<file path="config.mk">
export PLATFORM = sky130hd
export DESIGN_NAME = key_host
export DESIGN_NICKNAME = d
export VERILOG_FILES = /design/src/rtl/key_host_pkg.sv /design/src/rtl/key_host_timer.sv /design/src/rtl/key_host_cmd.sv /design/src/rtl/key_host_phase.sv /design/src/rtl/key_host.sv
export SDC_FILE = /design/constraint.sdc
export NUM_CORES = 1
export LEC_CHECK = 0
export BUFFER_PORTS_ARGS = -buffer_cell sky130_fd_sc_hd__buf_2
export CORE_MARGIN = 10
export CORE_UTILIZATION = 40
export CTS_CLUSTER_SIZE = 40
export DETAILED_ROUTE_END_ITERATION = 10
export HOLD_SLACK_MARGIN = 0.1
export PLACE_DENSITY = 0.67
export SYNTH_ARGS = -nofsm -noshare
export SYNTH_HDL_FRONTEND = slang
export SYNTH_HIERARCHICAL = 1
export SYNTH_SLANG_ARGS = --single-unit
export TNS_END_PERCENT = 10
</file>
<file path="constraint.sdc">
create_clock -name clk_i -period 3.6 [get_ports clk_i]
set_clock_uncertainty 0.1 [all_clocks]
set_input_delay 0.18 -clock clk_i [delete_from_list [all_inputs] [get_ports clk_i]]
set_output_delay 0.18 -clock clk_i [all_outputs]
set_load 0.02 [all_outputs]
</file>
<file path="src/rtl/key_host_pkg.sv">
`timescale 1ns/1ps
package key_host_pkg;
  localparam int SEL_W = 13;
  localparam int CMD_W = 8 + 2 + SEL_W + 1;
  // bit 0 of each constant is sent first
  localparam logic [7:0] OPC_RD    = 8'h46;
  localparam logic [7:0] OPC_WR    = 8'hB9;
  localparam logic [1:0] MODE_NORM = 2'b01;
  localparam logic [1:0] MODE_PROG = 2'b10;

  typedef enum logic [2:0] {
    ST_IDLE, ST_SETUP, ST_LOW, ST_HIGH, ST_RECOV
  } st_e;
endpackage

</file>
<file path="src/rtl/key_host_timer.sv">
`timescale 1ns/1ps
module key_host_timer #(
  parameter int CNT_W = 8
) (
  input  logic             clk_i,
  input  logic             rst_ni,
  input  logic             load_i,
  input  logic [CNT_W-1:0] val_i,
  output logic             expire_o
);
  logic [CNT_W-1:0] cnt_q;

  always_ff @(posedge clk_i or negedge rst_ni) begin
    if (!rst_ni)             cnt_q <= '0;
    else if (load_i)         cnt_q <= val_i;
    else if (cnt_q != '0)    cnt_q <= cnt_q - 1'b1;
  end

  assign expire_o = (cnt_q == '0);
endmodule

</file>
<file path="src/rtl/key_host_cmd.sv">
`timescale 1ns/1ps
module key_host_cmd
  import key_host_pkg::*;
(
  input  logic             write_i,
  input  logic             prog_i,
  input  logic [SEL_W-1:0] sel_i,
  output logic [CMD_W-1:0] word_o
);
  logic [7:0] opc;
  logic [1:0] mode;

  always_comb begin
    opc  = (write_i || prog_i) ? OPC_WR : OPC_RD;
    mode = prog_i ? MODE_PROG : MODE_NORM;
    word_o = {1'b1, sel_i, mode, opc};
  end
endmodule

</file>
<file path="src/rtl/key_host_phase.sv">
`timescale 1ns/1ps
module key_host_phase #(
  parameter int CMD_W = 24,
  parameter int ID_W  = 64,
  parameter int MEM_W = 128,
  parameter int IDX_W = 9
) (
  input  logic [IDX_W-1:0] idx_i,
  input  logic             prog_i,
  input  logic             write_i,
  output logic             drive_o,
  output logic             cap_id_o,
  output logic             cap_data_o,
  output logic             last_o
);
  localparam logic [IDX_W-1:0] B_ID    = IDX_W'(CMD_W);
  localparam logic [IDX_W-1:0] B_MATCH = IDX_W'(CMD_W + ID_W);
  localparam logic [IDX_W-1:0] B_DATA  = IDX_W'(CMD_W + 2*ID_W);
  localparam logic [IDX_W-1:0] L_PROG  = IDX_W'(CMD_W + 2*ID_W - 1);
  localparam logic [IDX_W-1:0] L_NORM  = IDX_W'(CMD_W + 2*ID_W + MEM_W - 1);

  logic in_cmd, in_id, in_match, in_data;

  always_comb begin
    in_cmd   = idx_i < B_ID;
    in_id    = (idx_i >= B_ID) && (idx_i < B_MATCH);
    in_match = (idx_i >= B_MATCH) && (idx_i < B_DATA);
    in_data  = idx_i >= B_DATA;
    drive_o    = in_cmd || in_match || (in_id && prog_i) ||
                 (in_data && write_i && !prog_i);
    cap_id_o   = in_id && !prog_i;
    cap_data_o = in_data && !prog_i && !write_i;
    last_o     = prog_i ? (idx_i == L_PROG) : (idx_i == L_NORM);
  end
endmodule

</file>
<file path="src/rtl/key_host.sv">
`timescale 1ns/1ps
module key_host
  import key_host_pkg::*;
#(
  parameter int LOW_CYC   = 26,
  parameter int HIGH_CYC  = 26,
  parameter int SETUP_CYC = 200,
  parameter int RECOV_CYC = 26,
  parameter int ID_W      = 64,
  parameter int MEM_W     = 128
) (
  input  logic             clk_i,
  input  logic             rst_ni,
  input  logic             req_valid_i,
  output logic             req_ready_o,
  input  logic             req_write_i,
  input  logic             req_prog_i,
  input  logic [SEL_W-1:0] req_sel_i,
  input  logic [ID_W-1:0]  req_id_i,
  input  logic [ID_W-1:0]  req_match_i,
  input  logic [MEM_W-1:0] req_wdata_i,
  output logic             done_o,
  output logic [ID_W-1:0]  id_o,
  output logic [MEM_W-1:0] rdata_o,
  output logic             key_rst_o,
  output logic             key_clk_o,
  output logic             key_dq_o,
  output logic             key_dq_oe_o,
  input  logic             key_dq_i
);
  localparam int NORM_BITS = CMD_W + 2*ID_W + MEM_W;
  localparam int IDX_W     = $clog2(NORM_BITS);
  localparam int MAX_AB    = (LOW_CYC > HIGH_CYC) ? LOW_CYC : HIGH_CYC;
  localparam int MAX_CD    = (SETUP_CYC > RECOV_CYC) ? SETUP_CYC : RECOV_CYC;
  localparam int MAX_CYC   = (MAX_AB > MAX_CD) ? MAX_AB : MAX_CD;
  localparam int CNT_W     = $clog2(MAX_CYC + 1);

  st_e                  st_q;
  logic                 krst_q, kclk_q, done_q, prog_q, write_q;
  logic [NORM_BITS-1:0] tx_q;
  logic [IDX_W-1:0]     idx_q;
  logic [ID_W-1:0]      id_q;
  logic [MEM_W-1:0]     data_q;

  logic [CMD_W-1:0]     cmd_word;
  logic                 drive, cap_id, cap_data, last;
  logic                 tm_load, tm_exp;
  logic [CNT_W-1:0]     tm_val;

  key_host_cmd u_cmd (
    .write_i (req_write_i),
    .prog_i  (req_prog_i),
    .sel_i   (req_sel_i),
    .word_o  (cmd_word)
  );

  key_host_phase #(
    .CMD_W(CMD_W), .ID_W(ID_W), .MEM_W(MEM_W), .IDX_W(IDX_W)
  ) u_phase (
    .idx_i      (idx_q),
    .prog_i     (prog_q),
    .write_i    (write_q),
    .drive_o    (drive),
    .cap_id_o   (cap_id),
    .cap_data_o (cap_data),
    .last_o     (last)
  );

  key_host_timer #(.CNT_W(CNT_W)) u_timer (
    .clk_i    (clk_i),
    .rst_ni   (rst_ni),
    .load_i   (tm_load),
    .val_i    (tm_val),
    .expire_o (tm_exp)
  );

  // duration of the state being entered, minus one
  always_comb begin
    tm_load = 1'b0;
    tm_val  = '0;
    unique case (st_q)
      ST_IDLE: begin
        tm_load = req_valid_i;
        tm_val  = CNT_W'(SETUP_CYC - 1);
      end
      ST_SETUP: begin
        tm_load = tm_exp;
        tm_val  = CNT_W'(LOW_CYC - 1);
      end
      ST_LOW: begin
        tm_load = tm_exp;
        tm_val  = CNT_W'(HIGH_CYC - 1);
      end
      ST_HIGH: begin
        tm_load = tm_exp;
        tm_val  = last ? CNT_W'(RECOV_CYC - 1) : CNT_W'(LOW_CYC - 1);
      end
      default: ;
    endcase
  end

  always_ff @(posedge clk_i or negedge rst_ni) begin
    if (!rst_ni) begin
      st_q    <= ST_IDLE;
      krst_q  <= 1'b0;
      kclk_q  <= 1'b1;
      done_q  <= 1'b0;
      prog_q  <= 1'b0;
      write_q <= 1'b0;
      tx_q    <= '0;
      idx_q   <= '0;
      id_q    <= '0;
      data_q  <= '0;
    end else begin
      done_q <= 1'b0;
      unique case (st_q)
        ST_IDLE: if (req_valid_i) begin
          tx_q    <= {req_wdata_i, req_match_i,
                      req_prog_i ? req_id_i : '0, cmd_word};
          prog_q  <= req_prog_i;
          write_q <= req_write_i || req_prog_i;
          idx_q   <= '0;
          krst_q  <= 1'b1;
          st_q    <= ST_SETUP;
        end
        ST_SETUP: if (tm_exp) begin
          kclk_q <= 1'b0;
          st_q   <= ST_LOW;
        end
        ST_LOW: if (tm_exp) begin
          if (cap_id)   id_q   <= {key_dq_i, id_q[ID_W-1:1]};
          if (cap_data) data_q <= {key_dq_i, data_q[MEM_W-1:1]};
          kclk_q <= 1'b1;
          st_q   <= ST_HIGH;
        end
        ST_HIGH: if (tm_exp) begin
          if (last) begin
            krst_q <= 1'b0;
            done_q <= 1'b1;
            st_q   <= ST_RECOV;
          end else begin
            idx_q  <= idx_q + 1'b1;
            tx_q   <= tx_q >> 1;
            kclk_q <= 1'b0;
            st_q   <= ST_LOW;
          end
        end
        ST_RECOV: if (tm_exp) st_q <= ST_IDLE;
        default: st_q <= ST_IDLE;
      endcase
    end
  end

  assign req_ready_o = (st_q == ST_IDLE);
  assign done_o      = done_q;
  assign id_o        = id_q;
  assign rdata_o     = data_q;
  assign key_rst_o   = krst_q;
  assign key_clk_o   = kclk_q;
  assign key_dq_o    = tx_q[0];
  assign key_dq_oe_o = krst_q && drive;
endmodule

</file>
==> run_results.csv, run 1 <==
group,metric,value,unit
timing,slew_headroom,37.0,%
timing,setup_viol_count_final,0,
outcome,status,"finished, final reports clean",
detailed_routing,drc,0,
worst_setup_path,start_kind,"register",
synthesis,yosysWarnings,6,
global_routing,track_usage,18.1,%
synthesis,ys_seq_elements,497,
place,post-dp-hpwl,40500,um
floorplan,rows,87,
timing,drv_slew,0,
worst_setup_path,cp_slowest_stage_delay,470,ps
synthesis,synth-edff-count,0,
cells_and_area,multiInputGateArea,9520,um2
detailed_routing,route.vias.total,15500,
cells_and_area,drive_gt1_share,50.0,%
timing,fmax,0.312,GHz
synthesis,synth_area,22800,um2
worst_setup_path,critPathKind,"register to register",
cells_and_area,nets,2599,
cells_and_area,fillers,4543,
timing,hold_ws,105,ps
clock_tree,clkLatencyLatePin,600,ps
place,io_buffers,472,
timing,finalHoldViolCount,0,
worst_setup_path,r2r_slack,400,ps
detailed_routing,wl_per_cell,19.6,um
synthesis,netlist_top_cells_area,"dfrtp_1 (54%), mux2_2 (28%), mux2i_1 (4.3%)",
floorplan,start_util,40.4,%
floorplan,die_x,259,um
min_path,hp-class,"input port to async pin",
timing,worst_slew_pin_slew,941,ps
synthesis,synth_common_cells,"mux2_2 (575), dfrtp_1 (496), mux2i_1 (99), mux2_1 (81), buf_2 (53)",
pwr,p_per_area,653,nW/um2
cells_and_area,area_growth,33.8,%
place,gp_congestion,0.790,
clock_tree,clockBufferDepth,3,
worst_setup_path,rr_startpoint,"u_timer/cnt_q[0]",
worst_setup_path,critical_path_required,3980,ps
worst_setup_path,path_delay_family,"simple AND/OR/NAND/NOR gates",
synthesis,syn_nets,1878,
clock_tree,cts_tree,"built",
clock_tree,clock-root-buffer,"clkbuf_16",
worst_setup_path,rr_worst_depth,10,
detailed_routing,drtAntennaViolNets,0,
cells_and_area,seq_area,12400,um2
synthesis,synth_top_area_cell,"dfrtp_1",
worst_setup_path,crit_buf_inv,4,
floorplan,die_h,259,um
clock_tree,cts_setup_buffers,0,
worst_setup_path,cp-endpoint,"rdata_o[68]",
synthesis,yosysSeqAreaShare,54.4,%
timing,rsz0062_at_grt,"no",
worst_setup_path,arrival,3580,ps
clock_tree,clkTransAtPathRegs,60,ps
global_routing,grt_pass1_wl,97700,um
pwr,power_leakage,14.7,nW
clock_tree,cts-resized-gates,0,
global_routing,antenna_found_initial,7,
timing,fin_crit_sh,88.9,%
clock_tree,hold_buffers,276,
pwr,peakVddDrop,389,uV
clock_tree,h-tree-depth,2,
worst_setup_path,rr_endpoint,"rdata_o[68]",
detailed_routing,dr.pass1.iters,4,
global_routing,overflow,0,
floorplan,die_area,67100,um2
synthesis,yosysTopAreaCellShare,54.3,%
synthesis,syn_inst,1601,
global_routing,grt_max_degree,105,
place,pre_cts_slack,496,ps
detailed_routing,drt_iter0_drc,692,
worst_setup_path,crit_chain,"inv_1, ha_1, or3b_1, nor2_1, buf_4, nor4bb_1, buf_4, nand2_4, buf_12, mux2_2",
worst_setup_path,end_kind,"register",
worst_setup_path,critical_path.startpoint,"u_timer/cnt_q[0]",
synthesis,synth_flop_cell,"dfrtp_1",
floorplan,ios,473,
clock_tree,cts.sinks,497,
global_routing,grt_pass1_vias,17100,
worst_setup_path,crit_fanout,104,
run,drv_cap,0,
clock_tree,cts_inserted_buffers,54,
worst_setup_path,cp.depth,10,
timing,fin_ws,398,ps
timing,finalCriticalPeriod,3200,ps
worst_setup_path,critPathMostFrequentCell,"buf_4",
detailed_routing,routed_wl,61300,um
synthesis,avgSynthCellArea,14.3,um2
worst_setup_path,critical_path.slowest_cell,"or3b_1",
floorplan,coreArea,56500,um2
synthesis,synthArstFlopShare,100,%
synthesis,yosys.cell_types.count,61,
synthesis,yosysMostFrequentCell,"mux2_2",
detailed_routing,vias_per_cell,4.95,
timing,tns,0,ps
## cell usage in the layout, fill, tap and decap left out, types with 3 or more instances in the layout
master         count
a21o_1             4
a21oi_1           10
a31oi_1            5
a41oi_1            8
and2_1            34
and3_1             3
and4_1             4
buf_12            17
buf_2            471
buf_4             19
bufinv_16          4
clkbuf_1           9
clkbuf_16         54
clkbuf_8          17
clkinv_2          10
dfrtp_1          496
diode_2            7
dlygate4sd3_1    276
inv_1             42
inv_6              4
mux2_1            81
mux2_2           575
mux2i_1           99
nand2_1           41
nand3_1            4
nor2_1            11
nor2b_1            3
nor3_1             7
o21a_1             3
o21ai_0            4
o31ai_1            3
## per-stage QoR
step	utilization (%)	std cells	instance area (um2)	total power, mW
floorplan	-	1601	22800	12.6
global placement	45.9	2746	25900	13.7
detailed placement	45.9	2746	25900	14.0
CTS	54.1	3123	30500	20.1
global route	54.1	3130	30600	21.1
finish	54.1	3130	30600	19.9
## worst min path at each step
stage	start	end	slack, ps	cells after the start
final	rst_ni	tx_q[277]	110	2
after detailed placement	rst_ni	tx_q[277]	180	1
after CTS	rst_ni	tx_q[277]	120	2
after floorplan	rst_ni	done_o	-220	0
after global routing	rst_ni	tx_q[277]	180	2
after global placement	rst_ni	tx_q[276]	180	1
## state kept, by name, summed over array words and instances, names as in the netlist
signal         flops
prog_q             1
key_clk_o          1
idx_q              9
key_rst_o          1
st_q               3
tx_q             280
done_o             1
u_timer/cnt_q      8
id_o              64
rdata_o          128
write_q            1
## power breakdown
group	internal (mW)	switching, mW	leakage, nW
Combinational	3.52	2.40	7.53
Sequential	7.32	0.989	6.26
Clock	3.41	2.31	0.927
## kinds of logic after synthesis
| kind of cell | Yosys count | share of synthesized area [%] |
|---|---|---|
| compound gates | 52 | 1.66 |
| xor+xnor | 1 | 0.0383 |
| fa+ha+maj | 2 | 0.110 |
| buf+inv | 162 | 3.95 |
| flops | 497 | 54.4 |
| mux | 755 | 36.7 |
| other cells | 2 | 0.0329 |
| simple gates | 130 | 3.10 |
## routing by layer
layer	global-route usage [%]	wire [um]
met5	0	13
met4	7.60	2300
met3	4.32	3160
met2	31.7	31500
met1	20.7	24400
## cell type report
cell class              count  share of cell area [%]
inverters                  43                   0.528
flip-flops and latches    497                    40.7
multi-input cells         942                    31.2
repair buffers            784                    18.4
clock buffers              80                    5.30
diodes                      7                  0.0573
well taps                 756                    3.10
clock inverters            21                   0.782
Note: power is estimated with default switching activity, not from simulation.
==> inputs of run 2 (changes only) <==
--- a/config.mk
+++ b/config.mk
@@ -6,12 +6,15 @@
 export NUM_CORES = 1
 export LEC_CHECK = 0
 export BUFFER_PORTS_ARGS = -buffer_cell sky130_fd_sc_hd__buf_2
+export CELL_PAD_IN_SITES_DETAIL_PLACEMENT = 1
+export CELL_PAD_IN_SITES_GLOBAL_PLACEMENT = 1
 export CORE_MARGIN = 10
-export CORE_UTILIZATION = 40
+export CORE_UTILIZATION = 35
 export CTS_CLUSTER_SIZE = 40
 export DETAILED_ROUTE_END_ITERATION = 10
+export GPL_ROUTABILITY_DRIVEN = 0
 export HOLD_SLACK_MARGIN = 0.1
-export PLACE_DENSITY = 0.67
+export PLACE_DENSITY = 0.71
 export SYNTH_ARGS = -nofsm -noshare
 export SYNTH_HDL_FRONTEND = slang
 export SYNTH_HIERARCHICAL = 1
==> run 2 against run 1 <==
  * Sequential share of layout area down 0.060 points
  * Routed wire length up 16%
  * Fmax down 4.5%
  * Critical path type unchanged
  * Critical endpoint is now rdata_o[103]
  * Largest cell class unchanged
==> run_results.csv, run 2 (synthesis gave the netlist of run 1 again) <==
group,metric,value,unit
floorplan,die_area,75900,um2
worst_setup_path,cp-endpoint,"rdata_o[103]",
timing,slew_headroom,19.3,%
detailed_routing,routed_wl,71300,um
timing,finalCriticalPeriod,3350,ps
worst_setup_path,rr_endpoint,"rdata_o[103]",
pwr,power_leakage,14.7,nW
floorplan,rows,93,
pwr,p_seq_share,41.6,%
cells_and_area,nets,2597,
floorplan,start_util,35.4,%
worst_setup_path,arrival,3750,ps
clock_tree,clock-root-buffer,"clkbuf_16",
floorplan,coreArea,64600,um2
global_routing,overflow,0,
clock_tree,cts_tree,"built",
global_routing,track_usage,18.1,%
worst_setup_path,crit_fanout,113,
timing,fin_crit_sh,93.2,%
detailed_routing,dr.pass1.iters,4,
worst_setup_path,end_kind,"register",
timing,drv_slew,0,
pwr,clockPowerShare,28.5,%
clock_tree,clkLatencyLatePin,610,ps
min_path,hp-class,"input port to register",
detailed_routing,drc,0,
cells_and_area,regMostFlops,"tx_q",
timing,tns,0,ps
worst_setup_path,r2r_slack,250,ps
outcome,status,"finished, final reports clean",
worst_setup_path,critical_path_required,4000,ps
global_routing,antenna_found_initial,24,
cells_and_area,most-common-layout-cells,"mux2_2 (575), dfrtp_1 (496), buf_2 (471)",
detailed_routing,drt_iter0_drc,743,
global_routing,grt_pass1_vias,18200,
worst_setup_path,critPathKind,"register to register",
pwr,pwr-share-comb,29.9,%
clock_tree,cts_inserted_buffers,56,
cells_and_area,fin_util,47.4,%
pwr,switching_share,30.1,%
clock_tree,cts-resized-gates,0,
cells_and_area,area_growth,34.0,%
worst_setup_path,crit_chain,"inv_1, ha_1, or3b_1, nor2_1, nor4bb_1, buf_4, nand2_4, buf_12, mux2_2",
detailed_routing,drtAntennaViolNets,0,
worst_setup_path,critical_path.startpoint,"u_timer/cnt_q[0]",
timing,worst_slew_pin_slew,1210,ps
global_routing,grt_max_degree,126,
timing,rsz0062_at_grt,"no",
worst_setup_path,rr_worst_depth,9,
cells_and_area,layout_commonest_cell,"mux2_2",
timing,finalHoldViolCount,0,
pwr,p_per_area,659,nW/um2
timing,setup_viol_count_final,0,
timing,fmax,0.298,GHz
run,drv_cap,0,
clock_tree,cts_setup_buffers,0,
floorplan,die_h,276,um
cells_and_area,drive_gt1_share,49.8,%
detailed_routing,vias_per_cell,4.87,
worst_setup_path,rr_startpoint,"u_timer/cnt_q[0]",
place,post-dp-hpwl,44400,um
min_path,hold_depth,3,
clock_tree,clockBufferDepth,3,
pwr,power_switching,6.08,mW
pwr,peakVddDrop,331,uV
place,io_buffers,472,
detailed_routing,wl_per_cell,22.0,um
cells_and_area,largest_reg_flops,280,
detailed_routing,route.vias.total,15800,
worst_setup_path,cp_slowest_stage_delay,470,ps
clock_tree,h-tree-depth,2,
clock_tree,cts.sinks,497,
pwr,intPower,14.1,mW
floorplan,ios,473,
worst_setup_path,start_kind,"register",
clock_tree,clkTransAtPathRegs,60,ps
global_routing,grt_pass1_wl,108000,um
floorplan,die_x,276,um
worst_setup_path,critical_path.slowest_cell,"or3b_1",
-- run 2: changes by cell type in the layout (fill, tap and decap cells not counted) --
cell / delta
dlygate4sd3_1: -1
buf_12: -8
diode_2: +21
clkinv_4: +1
clkinv_8: +2
clkbuf_1: +4
inv_6: -3
clkbuf_16: +2
buf_16: +1
clkinv_2: +5
clkbuf_8: -9
buf_4: +4
-- run 2: worst min-delay path by stage --
stage                           end  slack [ps]  startpoint
after floorplan              done_o        -220      rst_ni
after global placement    tx_q[275]          60      rst_ni
after detailed placement  tx_q[277]          60      rst_ni
after CTS                  id_o[63]         230    key_dq_i
after global routing       id_o[63]         250    key_dq_i
final                      id_o[63]         270    key_dq_i
-- run 2: power groups by stage --
stage / clock network (mW) / logic (mW) / registers, mW
4_1_cts: 5.90 / 5.96 / 8.32
3_5_place_dp: 0 / 5.66 / 8.40
6_report: 5.74 / 6.04 / 8.40
3_3_place_gp: 0 / 5.41 / 8.26
5_1_grt: 6.21 / 6.58 / 8.61
2_1_floorplan: 0 / 4.60 / 8.01
-- run 2: timing repair --
item	in CTS	in global routing
endpoints found under the setup margin	0	0
hold buffers	276	0
hold endpoints to repair	609	0
-- run 2: worst max-delay path: cells and delay by family (launching register included) --
kind,cells,cell delay (ps)
multiplexers,1,400
adder cells (fa/ha/maj),1,240
AND/OR/NAND/NOR,4,1360
flip-flops,1,420
buffers and inverters,3,580
-- run 2: per-layer routing --
| layer | wire length [um] | up-vias | GRT usage (%) |
|---|---|---|---|
| met5 | 7 | - | 0 |
| li1 | - | 7140 | - |
| met1 | 26400 | 8137 | 19.3 |
| met2 | 38400 | 371 | 33.2 |
| met3 | 3610 | 159 | 4.35 |
| met4 | 2890 | 2 | 8.54 |
-- run 2: cell type report --
cell class / instances / area, um2
fillers: 6646 / 34000
flip-flops and latches: 497 / 12400
multi-input cells: 942 / 9520
repair buffers: 780 / 5510
clock buffers: 77 / 1560
well taps: 855 / 1070
clock inverters: 26 / 279
inverters: 43 / 161
diodes: 28 / 70.1
-- run 2: metrics by stage --
stage / setup WS, ps / power, mW / area [um2] / hold slack [ps] / std cells
CTS: 257 / 20.2 / 30500 / 232 / 3220
global route: 66.2 / 21.4 / 30600 / 253 / 3246
global placement: 406 / 13.7 / 25900 / 55.7 / 2841
detailed placement: 288 / 14.1 / 25900 / 61.3 / 2841
finish: 246 / 20.2 / 30600 / 275 / 3248
floorplan: 769 / 12.6 / 22800 / -216 / 1601
==> inputs of run 3 (changes only) <==
==> constraint.sdc (replaced) <==
create_clock -name clk_i -period 3.6 [get_ports clk_i]
set_clock_uncertainty 0.1 [all_clocks]
set_input_delay 0.9 -clock clk_i [delete_from_list [all_inputs] [get_ports clk_i]]
set_output_delay 0.9 -clock clk_i [all_outputs]
set_load 0.02 [all_outputs]
==> run 3 against run 2 <==
  * Routed wire length down 14%
  * Sequential share of layout area up 3.7 points
  * Register-to-register slack about the same
  * Clock-buffer cell count up 2
  * Fmax up 0.15%
  * Sequential cell count unchanged
  * Via count down 8.8%
  * Core utilization down 3.9 points
  * Sequential power down 1%
  * Combinational power down 7.1%
  * Critical endpoint is now rdata_o[126]
  * Clock power up 7.5%
  * Cell count down 8.8%
==> run_results.csv, run 3 (synthesis gave the netlist of run 1 again) <==
group,metric,value,unit
cells_and_area,regMostFlops,"tx_q",
clock_tree,cts_setup_buffers,0,
clock_tree,cts_inserted_buffers,56,
place,io_buffers,472,
detailed_routing,route.vias.total,14400,
timing,fmax,0.299,GHz
timing,finalCriticalPeriod,3350,ps
floorplan,ios,473,
cells_and_area,multiInputGateArea,9520,um2
clock_tree,clkTransAtPathRegs,60,ps
timing,finalHoldViolCount,0,
timing,drv_slew,0,
cells_and_area,drive_gt1_share,56.6,%
cells_and_area,nets,2327,
worst_setup_path,end_kind,"register",
detailed_routing,drtAntennaViolNets,0,
cells_and_area,layout_commonest_cell,"mux2_2",
detailed_routing,wl_per_cell,20.7,um
clock_tree,hold_buffers,0,
timing,slew_headroom,44.4,%
global_routing,grt_max_degree,107,
clock_tree,clock-root-buffer,"clkbuf_16",
clock_tree,clockBufferDepth,3,
clock_tree,cts.sinks,497,
detailed_routing,drt_iter0_drc,536,
floorplan,die_h,276,um
pwr,total_power,20.1,mW
floorplan,die_area,75900,um2
cells_and_area,design_area,28100,um2
global_routing,track_usage,15.7,%
timing,fin_crit_sh,93.0,%
place,post-dp-hpwl,44200,um
outcome,status,"finished, final reports clean",
floorplan,coreArea,64600,um2
clock_tree,cts_tree,"built",
pwr,p_per_area,715,nW/um2
detailed_routing,dr.pass1.iters,4,
timing,tns,0,ps
global_routing,grt_pass1_wl,94700,um
pwr,power_leakage,13.6,nW
detailed_routing,drc,0,
worst_setup_path,critical_path.slowest_cell,"or3b_1",
timing,hold_ws,117,ps
min_path,hp-class,"input port to async pin",
cells_and_area,most-common-layout-cells,"mux2_2 (575), dfrtp_1 (496), buf_2 (471)",
place,pre_cts_slack,299,ps
detailed_routing,vias_per_cell,4.87,
worst_setup_path,arrival,3740,ps
global_routing,antenna_found_initial,24,
floorplan,start_util,35.4,%
timing,setup_viol_count_final,0,
floorplan,die_x,276,um
clock_tree,clkLatencyLatePin,610,ps
global_routing,grt_pass1_vias,16200,
detailed_routing,routed_wl,61400,um
cells_and_area,largest_reg_flops,280,
cells_and_area,area_growth,22.9,%
cells_and_area,fillers,6734,
floorplan,rows,93,
place,place_area,26000,um2
global_routing,overflow,0,
clock_tree,cts-resized-gates,0,
timing,fin_ws,251,ps
worst_setup_path,start_kind,"register",
pwr,peakVddDrop,407,uV
worst_setup_path,crit_fanout,102,
worst_setup_path,crit_chain,"inv_1, ha_1, or3b_1, nor2_1, nor4bb_1, buf_4, nand2_4, buf_12, mux2_2",
worst_setup_path,cp_slowest_stage_delay,480,ps
worst_setup_path,critical_path_required,3990,ps
timing,worst_slew_pin_slew,834,ps
worst_setup_path,critPathKind,"register to register",
timing,rsz0062_at_grt,"no",
clock_tree,h-tree-depth,2,
run,drv_cap,0,
cells_and_area,seq_area,12400,um2
run 3: changes by cell type in the layout (fill, tap and decap cells not counted), moves of 2 or more:
| cell | delta |
|---|---|
| buf_12 | +6 |
| bufinv_16 | +5 |
| clkbuf_1 | -2 |
| clkbuf_8 | +4 |
| clkinv_2 | -5 |
| clkinv_8 | -2 |
| clkinvlp_4 | +2 |
| diode_2 | -19 |
| dlygate4sd3_1 | -275 |
run 3: final cells by class:
class	count	area share, %
flip-flops and latches	497	44.3
multi-input cells	942	33.9
repair buffers	510	10.1
clock buffers	79	5.73
well taps	855	3.81
clock inverters	27	1.45
inverters	43	0.575
diodes	9	0.0802
run 3: power breakdown:
part | leakage [nW] | switching, mW | total [mW] | internal, mW
sequential | 6.26 | 0.993 | 8.31 | 7.32
clock | 0.990 | 2.39 | 6.17 | 3.77
combinational | 6.39 | 2.34 | 5.61 | 3.26
run 3: final timing paths:
path / startpoint / endpoint / slack, ps / cells after the start
setup / recovery: u_timer/cnt_q[0] / rdata_o[126] / 250 / 9
hold / removal: rst_ni / tx_q[278] / 120 / 1
setup reg to reg: u_timer/cnt_q[0] / rdata_o[126] / 250 / 9
hold reg to reg: tx_q[160] / tx_q[160] / 380 / 1
max in group asynchronous: rst_ni / tx_q[258] / 2240 / 2
min in group clk_i: tx_q[160] / tx_q[160] / 380 / 1
run 3: stage by stage:
step / instances / util (%)
2_1_floorplan: 1601 / -
3_3_place_gp: 2847 / 40.3
3_5_place_dp: 2847 / 40.3
4_1_cts: 2953 / 43.4
5_1_grt: 2961 / 43.5
6_report: 2962 / 43.5
run 3: critical path, delay by kind of cell, from the launching register on:
kind | cells | cell delay, ps
adders and majority gates | 1 | 240
and+or+nand+nor | 4 | 1360
DFF | 1 | 420
buffers and inverters | 3 | 590
muxes | 1 | 380
run 3: per-layer routing:
metal	wire length, um	up-vias	GRT usage (%)
li1	-	6588	-
met1	24000	7360	18.0
met2	31700	319	27.7
met3	3870	119	4.52
met4	1690	30	5.06
met5	180	-	0
